$ cat config.mk
export PLATFORM = sky130hd
export DESIGN_NAME = oled_init_seq
export DESIGN_NICKNAME = d
export VERILOG_FILES = /design/src/rtl/oled_init_pkg.sv /design/src/rtl/oled_rst_timer.sv /design/src/rtl/oled_step_cursor.sv /design/src/rtl/oled_byte_builder.sv /design/src/rtl/oled_init_seq.sv
export SDC_FILE = /design/constraint.sdc
export NUM_CORES = 1
export LEC_CHECK = 0
export ABC_AREA = 1
export ABC_CLOCK_PERIOD_IN_PS = 2360
export BUFFER_PORTS_ARGS = -buffer_cell sky130_fd_sc_hd__buf_4
export CAP_MARGIN = 25
export CELL_PAD_IN_SITES_DETAIL_PLACEMENT = 0
export CELL_PAD_IN_SITES_GLOBAL_PLACEMENT = 1
export CORE_MARGIN = 3
export CORE_UTILIZATION = 38
export CTS_BUF_LIST = sky130_fd_sc_hd__clkbuf_8 sky130_fd_sc_hd__clkbuf_16
export DETAILED_ROUTE_END_ITERATION = 8
export PLACE_DENSITY_LB_ADDON = 0.25
export SETUP_SLACK_MARGIN = 0.3
export SLEW_MARGIN = 40
export SYNTH_ARGS = -nofsm -noshare
export SYNTH_HDL_FRONTEND = slang
export SYNTH_SLANG_ARGS = --single-unit
$ cat constraint.sdc
create_clock -name clk -period 2.36 [get_ports clk]
set_input_delay 0.236 -clock clk [delete_from_list [all_inputs] [get_ports clk]]
set_output_delay 0.236 -clock clk [all_outputs]
set_load 0.02 [all_outputs]
$ cat src/rtl/oled_init_pkg.sv
package oled_init_pkg;

    typedef struct packed {
        logic [7:0] contrast;
        logic       seg_remap;
        logic       com_invert;
        logic [7:0] height;
        logic [7:0] disp_offset;
        logic [4:0] osc_div;
        logic [3:0] osc_freq;
        logic       area_color;
        logic       low_power;
        logic [3:0] pre1;
        logic [3:0] pre2;
        logic       com_seq;
        logic       com_lr;
        logic [7:0] vcomh;
        logic       pump_need;
        logic       lut_en;
        logic       page_mode;
    } panel_cfg_t;

    typedef enum logic [2:0] {
        ST_IDLE, ST_RST_HOLD, ST_RST_WAIT, ST_SEND, ST_DONE
    } seq_state_t;

    // Step indices of the fixed part of the stream
    localparam int STEP_AREA_OP = 10;
    localparam int STEP_PRE_OP  = 12;
    localparam int STEP_LUT_OP  = 20;
    localparam int STEP_LUT0    = 21;

    function automatic logic [7:0] fixed_byte(input logic [4:0] idx, input panel_cfg_t c);
        logic [3:0] div_m1;
        div_m1 = 4'(c.osc_div - 5'd1);
        case (idx)
            5'd0:  fixed_byte = 8'h81;
            5'd1:  fixed_byte = c.contrast;
            5'd2:  fixed_byte = {7'b1010_000, c.seg_remap};
            5'd3:  fixed_byte = {4'hC, c.com_invert, 3'b000};
            5'd4:  fixed_byte = 8'hA8;
            5'd5:  fixed_byte = c.height - 8'd1;
            5'd6:  fixed_byte = 8'hD3;
            5'd7:  fixed_byte = c.disp_offset;
            5'd8:  fixed_byte = 8'hD5;
            5'd9:  fixed_byte = {c.osc_freq, div_m1};
            5'd10: fixed_byte = 8'hD8;
            5'd11: fixed_byte = (c.area_color ? 8'h1E : 8'h00) | (c.low_power ? 8'h05 : 8'h00);
            5'd12: fixed_byte = 8'hD9;
            5'd13: fixed_byte = {c.pre2, c.pre1};
            5'd14: fixed_byte = 8'hDA;
            5'd15: fixed_byte = {2'b00, c.com_lr, ~c.com_seq, 2'b00, 1'b1, 1'b0};
            5'd16: fixed_byte = 8'hDB;
            5'd17: fixed_byte = c.vcomh;
            5'd18: fixed_byte = 8'h8D;
            5'd19: fixed_byte = {3'b000, 1'b1, 1'b0, c.pump_need, 2'b00};
            default: fixed_byte = 8'h00;
        endcase
    endfunction

endpackage

$ cat src/rtl/oled_rst_timer.sv
module oled_rst_timer #(
    parameter int CYC = 200
) (
    input  logic clk,
    input  logic rst,
    input  logic en,
    output logic expired
);
    localparam int CW = $clog2(CYC + 1);
    logic [CW-1:0] cnt;

    assign expired = en && (cnt == CW'(CYC - 1));

    always_ff @(posedge clk) begin
        if (rst || !en || expired) cnt <= '0;
        else                       cnt <= cnt + 1'b1;
    end
endmodule

$ cat src/rtl/oled_step_cursor.sv
module oled_step_cursor
    import oled_init_pkg::*;
#(
    parameter int LUT_LEN = 4,
    parameter int STEP_W  = 5
) (
    input  logic              clk,
    input  logic              rst,
    input  logic              load,
    input  logic              advance,
    input  logic              skip_area,
    input  logic              skip_lut,
    output logic [STEP_W-1:0] step,
    output logic              last
);
    localparam int TAIL_STEP = STEP_LUT0 + LUT_LEN;
    localparam int LAST_STEP = TAIL_STEP + 1;

    logic [STEP_W-1:0] nxt;

    assign last = (step == STEP_W'(LAST_STEP));

    always_comb begin
        nxt = step + 1'b1;
        if (nxt == STEP_W'(STEP_AREA_OP) && skip_area) nxt = STEP_W'(STEP_PRE_OP);
        if (nxt == STEP_W'(STEP_LUT_OP)  && skip_lut)  nxt = STEP_W'(TAIL_STEP);
    end

    always_ff @(posedge clk) begin
        if (rst || load)          step <= '0;
        else if (advance && !last) step <= nxt;
    end
endmodule

$ cat src/rtl/oled_byte_builder.sv
module oled_byte_builder
    import oled_init_pkg::*;
#(
    parameter int LUT_LEN = 4,
    parameter int STEP_W  = 5
) (
    input  logic [STEP_W-1:0]    step,
    input  panel_cfg_t           cfg,
    input  logic [8*LUT_LEN-1:0] lut,
    output logic [7:0]           byte_o
);
    localparam int TAIL_STEP = STEP_LUT0 + LUT_LEN;

    always_comb begin
        if (step < STEP_W'(STEP_LUT_OP)) begin
            byte_o = fixed_byte(step[4:0], cfg);
        end else if (step == STEP_W'(STEP_LUT_OP)) begin
            byte_o = 8'h91;
        end else if (step == STEP_W'(TAIL_STEP)) begin
            byte_o = 8'h20;
        end else if (step == STEP_W'(TAIL_STEP + 1)) begin
            byte_o = cfg.page_mode ? 8'h02 : 8'h00;
        end else begin
            byte_o = 8'h00;
            for (int i = 0; i < LUT_LEN; i++) begin
                if (step == STEP_W'(STEP_LUT0 + i)) byte_o = lut[8*i +: 8];
            end
        end
    end
endmodule

$ cat src/rtl/oled_init_seq.sv
module oled_init_seq
    import oled_init_pkg::*;
#(
    parameter int CLK_HZ  = 50_000_000,
    parameter int RST_NS  = 4000,
    parameter int LUT_LEN = 4
) (
    input  logic                 clk,
    input  logic                 rst,
    input  logic                 start_i,
    input  logic [7:0]           contrast_i,
    input  logic                 seg_remap_i,
    input  logic                 com_invert_i,
    input  logic [7:0]           height_i,
    input  logic [7:0]           disp_offset_i,
    input  logic [4:0]           osc_div_i,
    input  logic [3:0]           osc_freq_i,
    input  logic                 area_color_i,
    input  logic                 low_power_i,
    input  logic [3:0]           pre1_i,
    input  logic [3:0]           pre2_i,
    input  logic                 com_seq_i,
    input  logic                 com_lr_i,
    input  logic [7:0]           vcomh_i,
    input  logic                 pump_need_i,
    input  logic                 lut_en_i,
    input  logic [8*LUT_LEN-1:0] lut_i,
    input  logic                 page_mode_i,
    output logic                 panel_rst_o,
    output logic [7:0]           cmd_byte_o,
    output logic                 cmd_valid_o,
    input  logic                 cmd_ready_i,
    output logic                 dc_o,
    output logic                 busy_o,
    output logic                 done_o
);
    localparam int RST_CYC   = (CLK_HZ / 1000) * RST_NS / 1000000;
    localparam int NUM_STEPS = STEP_LUT0 + LUT_LEN + 2;
    localparam int STEP_W    = $clog2(NUM_STEPS);

    seq_state_t           state;
    panel_cfg_t           cfg_in, cfg_q;
    logic [8*LUT_LEN-1:0] lut_q;
    logic                 tmr_exp, step_last, xfer;
    logic [STEP_W-1:0]    step;

    assign cfg_in = '{contrast: contrast_i, seg_remap: seg_remap_i, com_invert: com_invert_i,
                      height: height_i, disp_offset: disp_offset_i, osc_div: osc_div_i,
                      osc_freq: osc_freq_i, area_color: area_color_i, low_power: low_power_i,
                      pre1: pre1_i, pre2: pre2_i, com_seq: com_seq_i, com_lr: com_lr_i,
                      vcomh: vcomh_i, pump_need: pump_need_i, lut_en: lut_en_i,
                      page_mode: page_mode_i};

    assign panel_rst_o = (state == ST_RST_HOLD);
    assign cmd_valid_o = (state == ST_SEND);
    assign busy_o      = (state == ST_RST_HOLD) || (state == ST_RST_WAIT) || (state == ST_SEND);
    assign done_o      = (state == ST_DONE);
    assign dc_o        = 1'b0;
    assign xfer        = cmd_valid_o && cmd_ready_i;

    oled_rst_timer #(.CYC(RST_CYC)) tmr_i (
        .clk     (clk),
        .rst     (rst),
        .en      ((state == ST_RST_HOLD) || (state == ST_RST_WAIT)),
        .expired (tmr_exp)
    );

    oled_step_cursor #(.LUT_LEN(LUT_LEN), .STEP_W(STEP_W)) cur_i (
        .clk       (clk),
        .rst       (rst),
        .load      (state != ST_SEND),
        .advance   (xfer),
        .skip_area (!(cfg_q.area_color || cfg_q.low_power)),
        .skip_lut  (!cfg_q.lut_en),
        .step      (step),
        .last      (step_last)
    );

    oled_byte_builder #(.LUT_LEN(LUT_LEN), .STEP_W(STEP_W)) bld_i (
        .step   (step),
        .cfg    (cfg_q),
        .lut    (lut_q),
        .byte_o (cmd_byte_o)
    );

    always_ff @(posedge clk) begin
        if (rst) begin
            state <= ST_IDLE;
            cfg_q <= '0;
            lut_q <= '0;
        end else begin
            case (state)
                ST_IDLE, ST_DONE: if (start_i) begin
                    cfg_q <= cfg_in;
                    lut_q <= lut_i;
                    state <= ST_RST_HOLD;
                end
                ST_RST_HOLD: if (tmr_exp) state <= ST_RST_WAIT;
                ST_RST_WAIT: if (tmr_exp) state <= ST_SEND;
                ST_SEND:     if (xfer && step_last) state <= ST_DONE;
                default:     state <= ST_IDLE;
            endcase
        end
    end
endmodule

==> run_results.csv, run 1 <==
group,metric,value,unit
power_and_ir_drop,power_density,585,nW/um^2
final_layout,fillers,1369,
place,pre_cts_slack,0.130,ns
floorplanning,initial_core_util,39.4,%
logic_synthesis,ys_warn_count,0,
logic_synthesis,synth_top_area_share,39.8,%
routing,avgRoutedWirePerCell,14.0,um
worst_setup_path,endpoint_kind,"output port",
floorplanning,io_pins,107,
place,placed_cells,1090,
logic_synthesis,synth.area.top_cells,"dfxtp_1 (40%), nor2_1 (15%), nand2_1 (11%)",
sta,fin_crit_sh,95.0,%
floorplanning,core,13400,um^2
sta,max_freq,446,MHz
power_and_ir_drop,p_leak,0.00330,uW
final_layout,area_growth,32.9,%
clock_network,cts.sinks,105,
place,dpl.hpwl,11700,um
final_layout,finalCoreUtilization,52.3,%
clock_network,cts_hold_buf,0,
floorplanning,chipWidth,124,um
logic_synthesis,synth.distinct_cells,34,
clock_network,cts_buffers,9,
global_route,grt_first_pass_wirelength,25100,um
global_route,antenna_found_initial,0,
final_layout,stdcell_count,1118,
worst_setup_path,critical_path_required,2.12,ns
floorplanning,row_count,42,
routing,vias,5448,
clock_network,clkTransAtPathRegs,0.07,ns
floorplanning,die-height,124,um
worst_setup_path,critPathArrivalTime,2.01,ns
worst_hold_path,hold_path_class,"primary input to flop",
logic_synthesis,synth_fp_nets,927,
routing,post-route-drc-count,0,
logic_synthesis,ys_ff_latch,105,
clock_network,ctsLongestPathBuffers,2,
power_and_ir_drop,pwr-share-comb,15.5,%
clock_network,worstSkewPairLatency,0.35,ns
power_and_ir_drop,ir_worst_vdd,0.546,mV
worst_setup_path,cp_max_fo,5,
sta,setup_viol,0,
place,place.gp.congestion,0.901,
sta,hold_violations,0,
power_and_ir_drop,power_frac_clock,34.1,%
power_and_ir_drop,swShare,28.0,%
sta,tns,0,ns
final_layout,final_nets,1040,
logic_synthesis,avgSynthCellArea,6.40,um^2
sta,clock_skew,0.0118,ns
routing,ant_nets,0,
power_and_ir_drop,p_int,2950,uW
final_layout,drive_above_1_share,25.1,%
global_route,grt_usage,20.9,%
logic_synthesis,synth_top_area_cell,"dfxtp_1",
clock_network,cts_root_buf,"clkbuf_16",
routing,drt_iter0_markers,277,
sta,slew_viol_final,0,
power_and_ir_drop,p_seq_share,50.3,%
routing,vias_per_cell,4.87,
clock_network,htree_levels,3,
worst_setup_path,crit_type,"flop to output port",
clock_network,cts_tree,"done",
global_route,grt_max_degree,57,
floorplanning,die_area,15300,um^2
routing,finalWirelength,15700,um
status,outcome,"finished clean",
final_layout,diodes,0,
worst_setup_path,start_kind,"flop",
flow_run,max_cap_viol_count,0,
global_route,grt_pass1_vias,5120,
logic_synthesis,synth_cells,824,
logic_synthesis,yosysSeqAreaShare,39.8,%
sta,worst_slack,0.118,ns
place,numPortBuffers,104,
power_and_ir_drop,switching_power,1150,uW
global_route,overflow,0,
sta,grt_setup_unrepaired,"yes",
sta,min_period,2.24,ns
routing,drtPass1Iterations,4,
logic_synthesis,syn-cell-area,5280,um^2
==> worst max-delay path: stages, from the launching register on <==
cell and delay [ns]:
dfxtp_4 0.41, ha_4 0.17, inv_2 0.04, nor2_2 0.09, ha_2 0.21, inv_2 0.04, or2_4 0.22, nand2_2 0.06
nor2_1 0.04, nand3_1 0.10, nand2_1 0.07, nand2_2 0.08, buf_6 0.12
==> flip-flops by register name (all words and copies together) (netlist names) <==
register	cells
state	3
tmr_i.cnt	8
lut_q	32
cfg_q	57
cur_i.step	5
==> kinds of logic (layout without fill, tap and decap cells) <==
group                      after synthesis  after routing  synth area share (%)
and+or+nand+nor                        444            444                  34.1
AOI/OAI and AO/OA                      155            155                  15.1
buffers and inverters                  106            224                  8.06
DFF                                    105            105                  39.8
adders and majority gates                9              9                  2.13
xor gates and xnor gates                 4              4                 0.664
other                                    1              1                0.0711
==> final cells by class <==
class                   count  area (um^2)  share of cell area (%)
multi-input cells         613         3040                    43.3
flip-flops and latches    105         2120                    30.3
repair buffers            136         1070                    15.2
inverters                  72          292                    4.16
clock buffers              10          239                    3.41
well taps                 176          220                    3.14
clock inverters             6         36.3                   0.517
==> metrics by stage <==
step                total power, uW  hold slack [ns]  instance area [um^2]
finish                         4100           0.0550                  7010
CTS                            4150           0.0397                  6960
global route                   4320           0.0430                  7010
global placement               2730            0.424                  6270
floorplan                      2480            0.305                  5280
detailed placement             2740            0.429                  6270
==> metal layers <==
metal / up-vias / track usage [%] / share of wire [%]
met5: - / 0 / 0
met4: 0 / 5.26 / 1.3
met3: 18 / 4.54 / 4.8
met2: 108 / 35.6 / 50
met1: 2463 / 26.9 / 44
li1: 2859 / - / -
==> cells in the final DEF, fill, tap and decap left out, types with 2 or more instances in the layout <==
cell,netlist,final
nor2_1,216,200
nand2_1,161,136
buf_4,2,126
o21ai_0,102,100
dfxtp_1,105,99
inv_1,66,56
a21oi_1,40,37
nand3_1,38,34
nand2_2,0,18
inv_2,5,11
nand4_1,11,11
nor2_2,1,10
nor2_4,2,9
clkbuf_16,0,9
buf_6,1,9
nand2_4,0,7
nor3_1,8,7
inv_4,0,5
o211ai_1,5,5
dfxtp_4,0,5
nand3_2,1,4
xor2_1,4,4
ha_1,9,4
ha_4,0,4
clkinvlp_4,0,3
a21oi_2,0,3
o21ai_1,3,3
clkinv_4,0,2
o21ai_2,0,2
nand3b_1,2,2
o21a_1,2,2
==> power groups by stage <==
stage | clock [uW] | combinational, uW | sequential, uW
3_3_place_gp | 0 | 624 | 2100
5_1_grt | 1500 | 737 | 2080
2_1_floorplan | 0 | 417 | 2070
4_1_cts | 1440 | 648 | 2060
6_report | 1400 | 638 | 2060
3_5_place_dp | 0 | 639 | 2100
==> worst paths after layout <==
check                  endpoint  slack, ns  depth (start not counted)     startpoint
setup reg to reg  cur_i.step[0]       0.64                          9  cur_i.step[1]
hold / removal         state[2]       0.05                          2            rst
hold reg to reg       cfg_q[55]       0.45                          2      cfg_q[55]
setup / recovery  cmd_byte_o[4]       0.12                         12  cur_i.step[0]
==> cells in the mapped netlist <==
| cell type | n |
|---|---|
| or2_2 | 1 |
| nand3_2 | 1 |
| nand3_1 | 38 |
| buf_1 | 1 |
| nor3b_1 | 1 |
| conb_1 | 1 |
| o21ai_0 | 102 |
| inv_2 | 5 |
| nor3_1 | 8 |
| buf_6 | 1 |
| dfxtp_1 | 105 |
| o22ai_1 | 1 |
| nor2_4 | 2 |
| nand2_1 | 161 |
| o21ai_1 | 3 |
| inv_1 | 66 |
| nand3b_1 | 2 |
| xor2_1 | 4 |
| a21oi_1 | 40 |
| o21bai_1 | 1 |
| nand4_1 | 11 |
| nand4_2 | 1 |
| buf_2 | 9 |
| clkinv_1 | 1 |
| clkbuf_2 | 1 |
| clkbuf_1 | 20 |
| o21a_1 | 2 |
| buf_4 | 2 |
| nor2_2 | 1 |
| nor4_1 | 1 |
| o211ai_1 | 5 |
| ha_1 | 9 |
| nor2_1 | 216 |
| a31oi_1 | 1 |
==> repair_timing <==
| action | in CTS | in global routing |
|---|---|---|
| gates cloned | 0 | 0 |
| resized for setup | 97 | 20 |
| setup endpoints to repair | 8 | 8 |
| buffers inserted | 11 | 1 |
| pin swaps | 24 | 11 |
(Power assumes the default switching activity.)
==> run 2: changes to the inputs <==
--- a/config.mk
+++ b/config.mk
@@ -12,8 +12,8 @@
 export CELL_PAD_IN_SITES_DETAIL_PLACEMENT = 0
 export CELL_PAD_IN_SITES_GLOBAL_PLACEMENT = 1
 export CORE_MARGIN = 3
-export CORE_UTILIZATION = 38
-export CTS_BUF_LIST = sky130_fd_sc_hd__clkbuf_8 sky130_fd_sc_hd__clkbuf_16
+export CORE_UTILIZATION = 39
+export CTS_BUF_LIST = sky130_fd_sc_hd__clkbuf_8
 export DETAILED_ROUTE_END_ITERATION = 8
 export PLACE_DENSITY_LB_ADDON = 0.25
 export SETUP_SLACK_MARGIN = 0.3
==> run_results.csv, run 2 (same netlist as run 1, synthesis figures left out) <==
group,metric,value,unit
status,outcome,"finished clean",
final_layout,fillers,1378,
routing,ant_nets,0,
clock_network,clkTransAtPathRegs,0.09,ns
worst_setup_path,endpoint_kind,"output port",
place,dpl.hpwl,11600,um
floorplanning,core,12900,um^2
routing,finalWirelength,15600,um
clock_network,cts_buffers,9,
worst_setup_path,start_kind,"flop",
final_layout,drive_above_1_share,22.6,%
routing,drtPass1Iterations,5,
sta,clock_skew,0.0130,ns
power_and_ir_drop,p_leak,0.00321,uW
global_route,overflow,0,
routing,drt_iter0_markers,313,
place,pre_cts_slack,0.179,ns
sta,hold_violations,0,
place,place.gp.congestion,0.910,
final_layout,diodes,0,
clock_network,cts.sinks,105,
floorplanning,initial_core_util,40.8,%
place,numPortBuffers,104,
clock_network,cts_tree,"done",
floorplanning,chipWidth,122,um
sta,grt_setup_unrepaired,"yes",
sta,timing.hold.ws,0.0303,ns
sta,tightest_slew,0.514,ns
routing,post-route-drc-count,0,
worst_hold_path,hold_path_class,"primary input to flop",
clock_network,ctsLongestPathBuffers,2,
worst_setup_path,r2r_slack,0.52,ns
sta,setup_viol,0,
routing,vias_per_cell,4.87,
worst_setup_path,critical_path_required,2.12,ns
final_layout,most-common-layout-cells,"nor2_1 (206), nand2_1 (144), buf_4 (126)",
global_route,grt_pass1_vias,5257,
final_layout,fin_area,6770,um^2
flow_run,max_cap_viol_count,0,
worst_setup_path,critPathArrivalTime,2.08,ns
final_layout,final_nets,1034,
global_route,grt_max_degree,58,
worst_setup_path,crit_type,"flop to output port",
global_route,grt_usage,21.1,%
clock_network,cts_root_buf,"clkbuf_8",
sta,fin_crit_sh,98.1,%
final_layout,regMostFlops,"cfg_q",
routing,avgRoutedWirePerCell,14.1,um
floorplanning,io_pins,107,
power_and_ir_drop,power_density,575,nW/um^2
final_layout,finalCoreUtilization,52.3,%
sta,min_period,2.31,ns
sta,max_freq,432,MHz
final_layout,reg_top3,"cfg_q (57), lut_q (32), tmr_i.cnt (8)",
place,placed_cell_area,6270,um^2
floorplanning,die_area,15000,um^2
worst_setup_path,cp_max_fo,5,
floorplanning,die-height,122,um
sta,relSlewSlack,65.7,%
power_and_ir_drop,ir_worst_vdd,0.453,mV
final_layout,area_growth,28.2,%
clock_network,worstSkewPairLatency,0.38,ns
sta,worst_slack,0.0458,ns
routing,vias,5400,
final_layout,layout_commonest_cell,"nor2_1",
sta,slew_viol_final,0,
global_route,antenna_found_initial,0,
final_layout,largest_reg_flops,57,
floorplanning,row_count,41,
clock_network,htree_levels,3,
global_route,grt_first_pass_wirelength,25100,um
run 2: cell count changes in the layout (fill, tap and decap cells not counted), moves of 6 or more:
cell / delta
nor2_1: +6
nand2_1: +8
clkbuf_16: -9
clkbuf_8: +11
run 2: layout make-up:
cell class / instances / area, um^2 / share of cell area, %
multi-input cells: 613 / 2950 / 43.6
well taps: 172 / 215 / 3.18
inverters: 72 / 274 / 4.05
clock buffers: 12 / 165 / 2.44
repair buffers: 130 / 991 / 14.6
flip-flops and latches: 105 / 2120 / 31.3
clock inverters: 4 / 51.3 / 0.758
run 2: repair_timing:
item                                    4_1_cts  5_1_grt
buffers inserted                              5        1
gates resized for setup                      53       26
hold buffers                                  0        0
pin swaps                                    13        8
endpoints found under the setup margin        8        8
run 2: layer usage:
| layer | global-route usage, % | share of wire [%] |
|---|---|---|
| met3 | 5.58 | 4.1 |
| met4 | 4.83 | 1.4 |
| met1 | 26.0 | 46 |
| met2 | 37.0 | 48 |
| met5 | 0 | 0 |
run 2: path summary, 6_finish.rpt:
check | startpoint | endpoint | cells past startpoint
setup / recovery | cur_i.step[1] | cmd_byte_o[4] | 13
hold / removal | rst | state[2] | 2
setup reg to reg | cur_i.step[1] | cur_i.step[0] | 11
hold reg to reg | lut_q[21] | lut_q[21] | 2
run 2: report_power, final:
part           internal [uW]  leakage (uW)  switching (uW)
clock                    578      0.000114             612
sequential              1960      0.000871            98.2
combinational            260       0.00222             385
run 2: worst max-delay path: stages, from the launching register on:
cell and delay, ns:
dfxtp_2 0.35, buf_6 0.12, ha_4 0.17, inv_2 0.04
nor2_2 0.08, ha_2 0.21, inv_2 0.05, or2_4 0.21
nand2_1 0.05, nor2_1 0.04, nand3_1 0.10, nand2_1 0.08
nand2_2 0.07, buf_6 0.11
run 2: stage by stage:
stage          power [uW]  instances  setup TNS [ns]
2_1_floorplan        2480        824               0
3_3_place_gp         2720       1086               0
3_5_place_dp         2740       1086               0
4_1_cts              3940       1107               0
5_1_grt              4130       1108          -0.320
6_report             3890       1108               0
